## config.mk

```make
export PLATFORM = sky130hd
export DESIGN_NAME = frame_activity_scan
export DESIGN_NICKNAME = d
export VERILOG_FILES = /design/src/rtl/fas_pkg.sv /design/src/rtl/fas_scan_ctrl.sv /design/src/rtl/fas_col_walker.sv /design/src/rtl/fas_act_counter.sv /design/src/rtl/frame_activity_scan.sv
export SDC_FILE = /design/constraint.sdc
export NUM_CORES = 1
export LEC_CHECK = 0
export ABC_AREA = 0
export BUFFER_PORTS_ARGS = -buffer_cell sky130_fd_sc_hd__buf_2
export CORE_ASPECT_RATIO = 2
export CORE_UTILIZATION = 50
export CTS_BUF_LIST = sky130_fd_sc_hd__clkbuf_16
export CTS_CLUSTER_SIZE = 14
export DETAILED_ROUTE_END_ITERATION = 10
export GPL_TIMING_DRIVEN = 1
export PLACE_DENSITY_LB_ADDON = 0.3
export SETUP_SLACK_MARGIN = 0.4
export SLEW_MARGIN = 40
export SYNTH_ARGS = -nofsm -noshare
export SYNTH_HDL_FRONTEND = slang
export SYNTH_HIERARCHICAL = 1
export SYNTH_SLANG_ARGS = --single-unit
```

## constraint.sdc

```tcl
create_clock -name clk -period 2.4 [get_ports clk]
set_input_delay 0.24 -clock clk [delete_from_list [all_inputs] [get_ports clk]]
set_output_delay 0.24 -clock clk [all_outputs]
set_load 0.05 [all_outputs]
```

## src/rtl/fas_pkg.sv

```systemverilog
package fas_pkg;
  typedef enum logic [2:0] {
    ST_IDLE,
    ST_REQ,
    ST_WALK,
    ST_EOR,
    ST_FIN
  } scan_st_t;
endpackage

```

## src/rtl/fas_scan_ctrl.sv

```systemverilog
module fas_scan_ctrl
  import fas_pkg::*;
#(
  parameter int ROWS  = 64,
  parameter int COLS  = 64,
  parameter int ROW_W = $clog2(ROWS),
  parameter int COL_W = $clog2(COLS)
) (
  input  logic             clk,
  input  logic             rst_n,
  input  logic             start_i,
  input  logic             row_valid_i,
  output logic [ROW_W-1:0] row_sel_o,
  output logic             row_ready_o,
  output logic             eor_o,
  output logic             eof_o,
  output logic             walk_o,
  output logic             load_o,
  output logic             clr_o,
  output logic             eval_o
);
  localparam logic [ROW_W-1:0] LAST_ROW = ROW_W'(ROWS - 1);
  localparam logic [COL_W-1:0] LAST_COL = COL_W'(COLS - 1);

  scan_st_t         st_q, st_d;
  logic [ROW_W-1:0] row_q;
  logic [COL_W-1:0] col_q;
  logic             last_row, last_col;

  assign last_row = (row_q == LAST_ROW);
  assign last_col = (col_q == LAST_COL);

  // a start is honoured only from the idle state
  assign clr_o       = start_i && (st_q == ST_IDLE);
  assign row_ready_o = (st_q == ST_REQ);
  assign load_o      = row_ready_o && row_valid_i;
  assign walk_o      = (st_q == ST_WALK);
  assign eor_o       = (st_q == ST_EOR);
  assign eof_o       = (st_q == ST_FIN);
  assign eval_o      = eor_o && last_row;
  assign row_sel_o   = row_q;

  always_comb begin
    st_d = st_q;
    unique case (st_q)
      ST_IDLE: if (start_i)     st_d = ST_REQ;
      ST_REQ:  if (row_valid_i) st_d = ST_WALK;
      ST_WALK: if (last_col)    st_d = ST_EOR;
      ST_EOR:  st_d = last_row ? ST_FIN : ST_REQ;
      ST_FIN:  st_d = ST_IDLE;
      default: st_d = ST_IDLE;
    endcase
  end

  always_ff @(posedge clk or negedge rst_n) begin
    if (!rst_n) begin
      st_q  <= ST_IDLE;
      row_q <= '0;
      col_q <= '0;
    end else begin
      st_q <= st_d;
      if (clr_o) row_q <= '0;
      else if (eor_o && !last_row) row_q <= row_q + 1'b1;
      if (load_o) col_q <= '0;
      else if (walk_o && !last_col) col_q <= col_q + 1'b1;
    end
  end
endmodule

```

## src/rtl/fas_col_walker.sv

```systemverilog
module fas_col_walker #(
  parameter int COLS = 64
) (
  input  logic            clk,
  input  logic            rst_n,
  input  logic            load_i,
  input  logic            walk_i,
  input  logic [COLS-1:0] row_bits_i,
  output logic            pix_o
);
  logic [COLS-1:0] sh_q;

  // column 0 sits at bit 0 and is examined first; each walk cycle moves the
  // next column down into position
  always_ff @(posedge clk or negedge rst_n) begin
    if (!rst_n)      sh_q <= '0;
    else if (load_i) sh_q <= row_bits_i;
    else if (walk_i) sh_q <= {1'b0, sh_q[COLS-1:1]};
  end

  assign pix_o = sh_q[0];
endmodule

```

## src/rtl/fas_act_counter.sv

```systemverilog
module fas_act_counter #(
  parameter int CNT_W = 13
) (
  input  logic             clk,
  input  logic             rst_n,
  input  logic             clr_i,
  input  logic             inc_i,
  input  logic             eval_i,
  input  logic [CNT_W-1:0] thresh_i,
  output logic [CNT_W-1:0] count_o,
  output logic             flag_o
);
  logic [CNT_W-1:0] cnt_q;
  logic             flag_q;

  always_ff @(posedge clk or negedge rst_n) begin
    if (!rst_n) begin
      cnt_q  <= '0;
      flag_q <= 1'b0;
    end else if (clr_i) begin
      cnt_q  <= '0;
      flag_q <= 1'b0;
    end else begin
      if (inc_i)  cnt_q  <= cnt_q + 1'b1;
      if (eval_i) flag_q <= (cnt_q >= thresh_i);
    end
  end

  assign count_o = cnt_q;
  assign flag_o  = flag_q;
endmodule

```

## src/rtl/frame_activity_scan.sv

```systemverilog
module frame_activity_scan #(
  parameter int ROWS  = 64,
  parameter int COLS  = 64,
  parameter int ROW_W = $clog2(ROWS),
  parameter int CNT_W = $clog2(ROWS * COLS + 1)
) (
  input  logic             clk,
  input  logic             rst_n,
  input  logic             start_i,
  input  logic [CNT_W-1:0] thresh_i,
  output logic [ROW_W-1:0] row_sel_o,
  output logic             row_ready_o,
  input  logic             row_valid_i,
  input  logic [COLS-1:0]  row_bits_i,
  output logic             eor_o,
  output logic             eof_o,
  output logic [CNT_W-1:0] count_o,
  output logic             flag_o
);
  localparam int COL_W = $clog2(COLS);

  logic walk, load, clr, eval, pix;

  fas_scan_ctrl #(
    .ROWS(ROWS), .COLS(COLS), .ROW_W(ROW_W), .COL_W(COL_W)
  ) u_ctrl (
    .clk(clk), .rst_n(rst_n), .start_i(start_i), .row_valid_i(row_valid_i),
    .row_sel_o(row_sel_o), .row_ready_o(row_ready_o), .eor_o(eor_o),
    .eof_o(eof_o), .walk_o(walk), .load_o(load), .clr_o(clr), .eval_o(eval)
  );

  fas_col_walker #(.COLS(COLS)) u_walk (
    .clk(clk), .rst_n(rst_n), .load_i(load), .walk_i(walk),
    .row_bits_i(row_bits_i), .pix_o(pix)
  );

  fas_act_counter #(.CNT_W(CNT_W)) u_cnt (
    .clk(clk), .rst_n(rst_n), .clr_i(clr), .inc_i(walk && pix),
    .eval_i(eval), .thresh_i(thresh_i), .count_o(count_o), .flag_o(flag_o)
  );
endmodule

```

# After elaboration in Yosys (flattened, before gate mapping)
# Cells that the tools add are included.
[word_totals]
wordCells = 49
in_bits = 81
register_bits = 93
out_inout_bits = 23
[classes]
muxes = 15
reduce_logical = 15
magnitude_cmp = 1
n_eq_ne = 9
n_addsub = 3
[op_table]
columns = ["operator", "count"]
rows = [
  ["2-to-1 mux 64 bit", 2],
  ["2-to-1 mux 13 bit", 2],
  ["2-to-1 mux 6 bit", 4],
  ["adder 13 x 1 -> 13 bit, second input constant", 1],
  [">= comparator 13 bit", 1],
  ["adder 6 x 1 -> 6 bit, second input constant", 2],
  ["equality test 6 bit, second input constant", 2],
  ["2-to-1 mux 3 bit", 4],
  ["case mux 3 bit (4 select lines)", 1],
  ["nonzero test 2 bit", 5],
  ["equality test 3 x 2 -> 1 bit, second input constant", 2],
  ["logical AND 1 bit", 6],
  ["inequality test 2 bit, second input constant", 3],
  ["equality test 3 x 1 -> 1 bit, second input constant", 1],
  ["equality test 3 bit, second input constant", 1],
  ["zero test 3 bit", 1],
  ["AND reduction 3 bit", 1],
  ["zero test 1 bit", 2],
  ["2-to-1 mux 1 bit", 2],
]

# Depth between registers and ports, before layout
[logic_depth]
depth_word = 5
ltp_mapped = 10
mapped_depth_nobuf = 8

# Modules after synthesis
# The synthesis kept the hierarchy.
[by_module_without_submodules]
columns = ["mod", "seq_area_each_um2", "area_each_um2", "cells_per_inst", "n_inst"]
rows = [
  ["fas_col_walker", 1601.5, 2996.6, 277, 1],
  ["fas_act_counter", 350.3, 952.2, 105, 1],
  ["fas_scan_ctrl", 375.4, 820.8, 80, 1],
  ["frame_activity_scan", 0.0, 6.3, 1, 1],
]

# Worst setup path before layout
# OpenSTA, ideal clock, no wires.
[synth_path]
path_type = "reg2reg"
start = "register u_ctrl.st_q[0]"
end = "register u_walk.sh_q[10]"
path_buffers = 3
required_ps = 2268
slack_ps = -463
synth_period_minus_slack_ps = 2863
arrival_ps = 2731
stages_incl_launch_ff = 8
setup_ps = 132
cell_sequence = "dfrtp_1 > buf_2 > nor3b_1 > nand2_1 > inv_1 > buf_2 > clkbuf_1 > o21ai_1"
[synth_via]
elab_chain_cells = 3
word_cells_on_any_way = 5
cone_classes = "eq/ne (2); mux (1); reduce/logical (2)"
[synth_lines]
columns = ["element", "line_no", "source"]
rows = [
  ["from (decl)", "fas_scan_ctrl.sv:25", "scan_st_t st_q, st_d;"],
  ["from (signal assigned)", "fas_scan_ctrl.sv:61", "st_q <= st_d;"],
  ["equality test 3 x 1 -> 1 bit *", "fas_scan_ctrl.sv:35", "assign row_ready_o = (st_q == ST_REQ);"],
  ["via row_ready_o", "frame_activity_scan.sv:12", "output logic row_ready_o,"],
  ["logical AND 1 bit *", "fas_scan_ctrl.sv:36", "assign load_o = row_ready_o && row_valid_i;"],
  ["via load", "frame_activity_scan.sv:22", "logic walk, load, clr, eval, pix;"],
  ["2-to-1 mux 64 bit / nonzero test 2 bit (equally long branches)", "n/a", ""],
  ["to (signal assigned)", "fas_col_walker.sv:17", "else if (load_i) sh_q <= row_bits_i;"],
  ["to (signal assigned)", "fas_col_walker.sv:18", "else if (walk_i) sh_q <= {1'b0, sh_q[COLS-1:1]};"],
  ["to (decl)", "fas_col_walker.sv:11", "logic [COLS-1:0] sh_q;"],
]
# The timed path passes the listed nets; every way through them passes the cells marked *.
# A chain may end at the register's enable or synchronous reset.

# Worst setup path in the final report
[layout_path]
start = "register u_ctrl.st_q[0]"
end = "register u_cnt.cnt_q[11], in the netlist u_cnt/count_o[11]"
[layout_via]
elab_chain_cells = 3
word_cells_on_any_way = 6
cone_classes = "eq/ne (1); mux (1); reduce/logical (4)"
[layout_lines]
columns = ["element", "line_no", "source"]
rows = [
  ["equality test 3 x 2 -> 1 bit", "fas_scan_ctrl.sv:37", "assign walk_o = (st_q == ST_WALK);"],
  ["via walk", "frame_activity_scan.sv:22", ""],
  ["logical AND 1 bit", "frame_activity_scan.sv:38", ".clk(clk), .rst_n(rst_n), .clr_i(clr), .inc_i(walk && pix),"],
  ["nonzero test 2 bit (no source line)", "n/a", ""],
  ["to (signal assigned)", "fas_act_counter.sv:24", "if (inc_i) cnt_q <= cnt_q + 1'b1;"],
  ["to (decl)", "fas_act_counter.sv:13", "logic [CNT_W-1:0] cnt_q;"],
]
# The timed path passes the listed nets, and every way through them passes these cells.

==> reports/summary.txt <==
run status = complete, but fails checks
violated checks = design-rule violations
Leak Pwr = 2.71 nW
most frequent cells in the layout = buf_2 (102), dfrtp_1 (91), nand2_1 (77)
clock sinks = 93
grt total ovfl = 0
gr usage total = 20.7%
main flop type after synthesis = dfrtp_1
Die X = 71.1 um
Antenna Cells = 0
number of synthesized register bits = 93
crit path launch type = register
Die Span Y = 140 um
worst skew pair latency = 330 ps
area share of the largest cell type after synthesis = 48.7%
Seq/Total Area, Yosys = 48.7%
clk_skew = 5.87 ps
Multi-input gate area = 2190 um^2
worst-margin pin slew = 483 ps
Syn Area/Cell = 10.3 um^2
number of distinct library cells after synthesis = 45
dominant cell type by area after synthesis = dfrtp_1
Max Fclk = 504 MHz
number of buffers added on ports = 103
clk root buf = clkbuf_16
PwrDens = 1100 nW/um^2
max_cap viols = 0
most common cell after layout, fill and taps aside = buf_2
Placer Congestion = 0.755
fin util = 61.2%
top cells by area, synth = dfrtp_1 (49%), mux2i_1 (14%), o21ai_1 (6.2%)
row count = 50
vias per cell = 5.41
H-Tree Depth = 3
I/O pin cnt = 104
endpoints failing setup = 0
Final Instance Area = 5710 um^2
Worst IR Drop VDD = 0.658 mV
RSZ-0062 raised after global routing = yes
hold crit path type = in -> reg
Antenna Violating Nets Remaining = 0
Async S/R FF share, synth = 100%
r2r startpoint = u_ctrl/st_q[0]
Cell Area, Synth = 4780 um^2
Final Total Pwr = 6.26 mW
clock-pin slew on the worst setup and hold paths = 70 ps
first-iteration detailed-routing DRC count = 194
worst path bufs/invs = 1
DR pass1 iterations = 9
FILL cells = 793
area occupied by registers = 2330 um^2
number of flops mapped to enable cells by yosys = 0
critical path depth = 7
Slowest-stage cell, CP = or3b_4
Setup Total Neg Slack = 0 ps
CP arrival = 2230 ps
cells along the critical path = or3b_4 -> clkinv_2 -> and2_4 -> o2111a_2 -> nand3_2 -> or3_1 -> a21oi_1
final wirelength = 9740 um
first-pass GRT wire length = 16,400 um
final slew viol count = 0
Area Overhead vs Synth = 19.5%
Hold Fails Final Rpt = 0
delay-heaviest family, CP = simple AND/OR/NAND/NOR gates
full die area = 9970 um^2
max_slew headroom = 67.8%
crit end category = register
post-DR wirelength/cell = 14.4 um
Detailed Place HPWL = 6950 um
largest net degree at the start of global routing = 65
Crit Path Max Fanout = 7
vias in the first global route = 3,795
fin crit share = 82.6%
Cells after Synth = 463
crit path time final = 1980 ps
worst reg-to-reg setup slack = 420 ps
Core Footprint = 9320 um^2
vias after detailed routing = 3,656
reg2reg path depth = 7
Num CTS Buffers = 9
Initial Util = 51.2%
Critical Path Start = u_ctrl/st_q[0]
layout cells sized above 1 = 26.0%
reg-to-reg endpoint = u_cnt/count_o[11]
yosys warns = 6
initial antenna violation count = 0
Critical Path RT = 2650 ps
kind of critical path = reg -> reg
residual DRC count = 6
fin nets = 664
Largest stage delay, worst path = 410 ps
Syn Nets = 560
Cell Area, Placed = 5330 um^2
TritonCTS clock tree = done
crit path to = u_cnt/count_o[11]
CTS Buffer Depth = 2
synthesized netlist by cell type (2+ instances only):
library cell and instances:
a211oi_1 2, a21o_1 2, a21oi_1 12, and3_1 2
buf_12 6, buf_2 7, buf_4 2, clkbuf_1 9
dfrtp_1 93, ha_1 16, inv_1 17, mux2i_1 68
nand2_1 78, nand2b_1 2, nand3_1 7, nand4_1 5
nor2_1 17, nor2b_1 2, nor3_1 4, nor3b_1 2
o21ai_0 13, o21ai_1 59, or3_1 5, xnor2_1 4
xor2_1 9
per-layer routing:
layer	GRT usage [%]	vias up	part of all wire, %
met5	0	-	0
met4	8.95	0	2.1
met3	3.24	13	3.0
met2	39.3	83	57
met1	22.1	1745	38
li1	-	1815	-
worst min path at each step:
| stage | end | depth (start not counted) | startpoint | slack (ps) |
|---|---|---|---|---|
| 2_1_floorplan | u_cnt/count_o[0] | 0 | rst_n | -60 |
| 3_5_place_dp | u_cnt/count_o[8] | 1 | rst_n | 230 |
| 6_report | u_walk/sh_q[13] | 3 | row_bits_i[13] | 120 |
| 3_3_place_gp | u_cnt/count_o[8] | 1 | rst_n | 220 |
| 4_1_cts | u_walk/sh_q[62] | 3 | row_bits_i[62] | 100 |
| 5_1_grt | u_walk/sh_q[53] | 3 | row_bits_i[53] | 120 |
cell type report:
class                      instances  area share, %
clock buffer                       9           3.95
clock inverter                     7           1.60
inverter                          17           1.16
multi-input combinational        328           38.4
sequential                        93           40.8
tap                              104           2.28
timing repair buffer             118           11.8
registers in the layout, indices dropped and copies added, names as in the netlist:
signal and flops:
u_walk/sh_q 64, u_cnt/count_o 13, u_ctrl/col_q 6, u_ctrl/row_sel_o 6, u_ctrl/st_q 3, u_cnt/flag_o 1
stage by stage:
step	worst slack, ps	hold WS, ps	std cells
2_1_floorplan	289	-55.6	463
3_3_place_gp	306	222	653
3_5_place_dp	274	229	653
4_1_cts	397	105	673
5_1_grt	379	116	676
6_report	417	119	676
cells by family (layout without fill, tap and decap cells):
| logic type | after synthesis | in the layout | share of synthesized area, % |
|---|---|---|---|
| AND/OR/NAND/NOR | 135 | 135 | 13.4 |
| XOR/XNOR | 13 | 13 | 2.38 |
| adder cells (fa/ha/maj) | 16 | 16 | 4.19 |
| flip-flops | 93 | 93 | 48.7 |
| AO/OA/AOI/OAI | 96 | 96 | 11.1 |
| buffers and inverters | 42 | 151 | 5.92 |
| multiplexers | 68 | 68 | 14.3 |
worst register-to-register path, stage by stage (launching register included):
cell and delay, ps:
dfrtp_1 390, or3b_4 410, clkinv_2 80, and2_4 160, o2111a_2 210, nand3_2 140, or3_1 340, a21oi_1 170
repair_timing:
action                                 4_1_cts  5_1_grt
setup endpoints to repair                    5       24
endpoints found under the hold margin       33        0
hold buffers                                 1        0
pin swaps                                    2        0
buffers inserted                             3        3
resized for setup                            0        2
power by group:
part	switching, mW	internal [mW]	total (mW)
Clock	0.571	0.908	1.48
Combinational	1.24	0.987	2.23
Sequential	0.372	2.18	2.55
No activity file was read; power rests on OpenSTA's default activity.
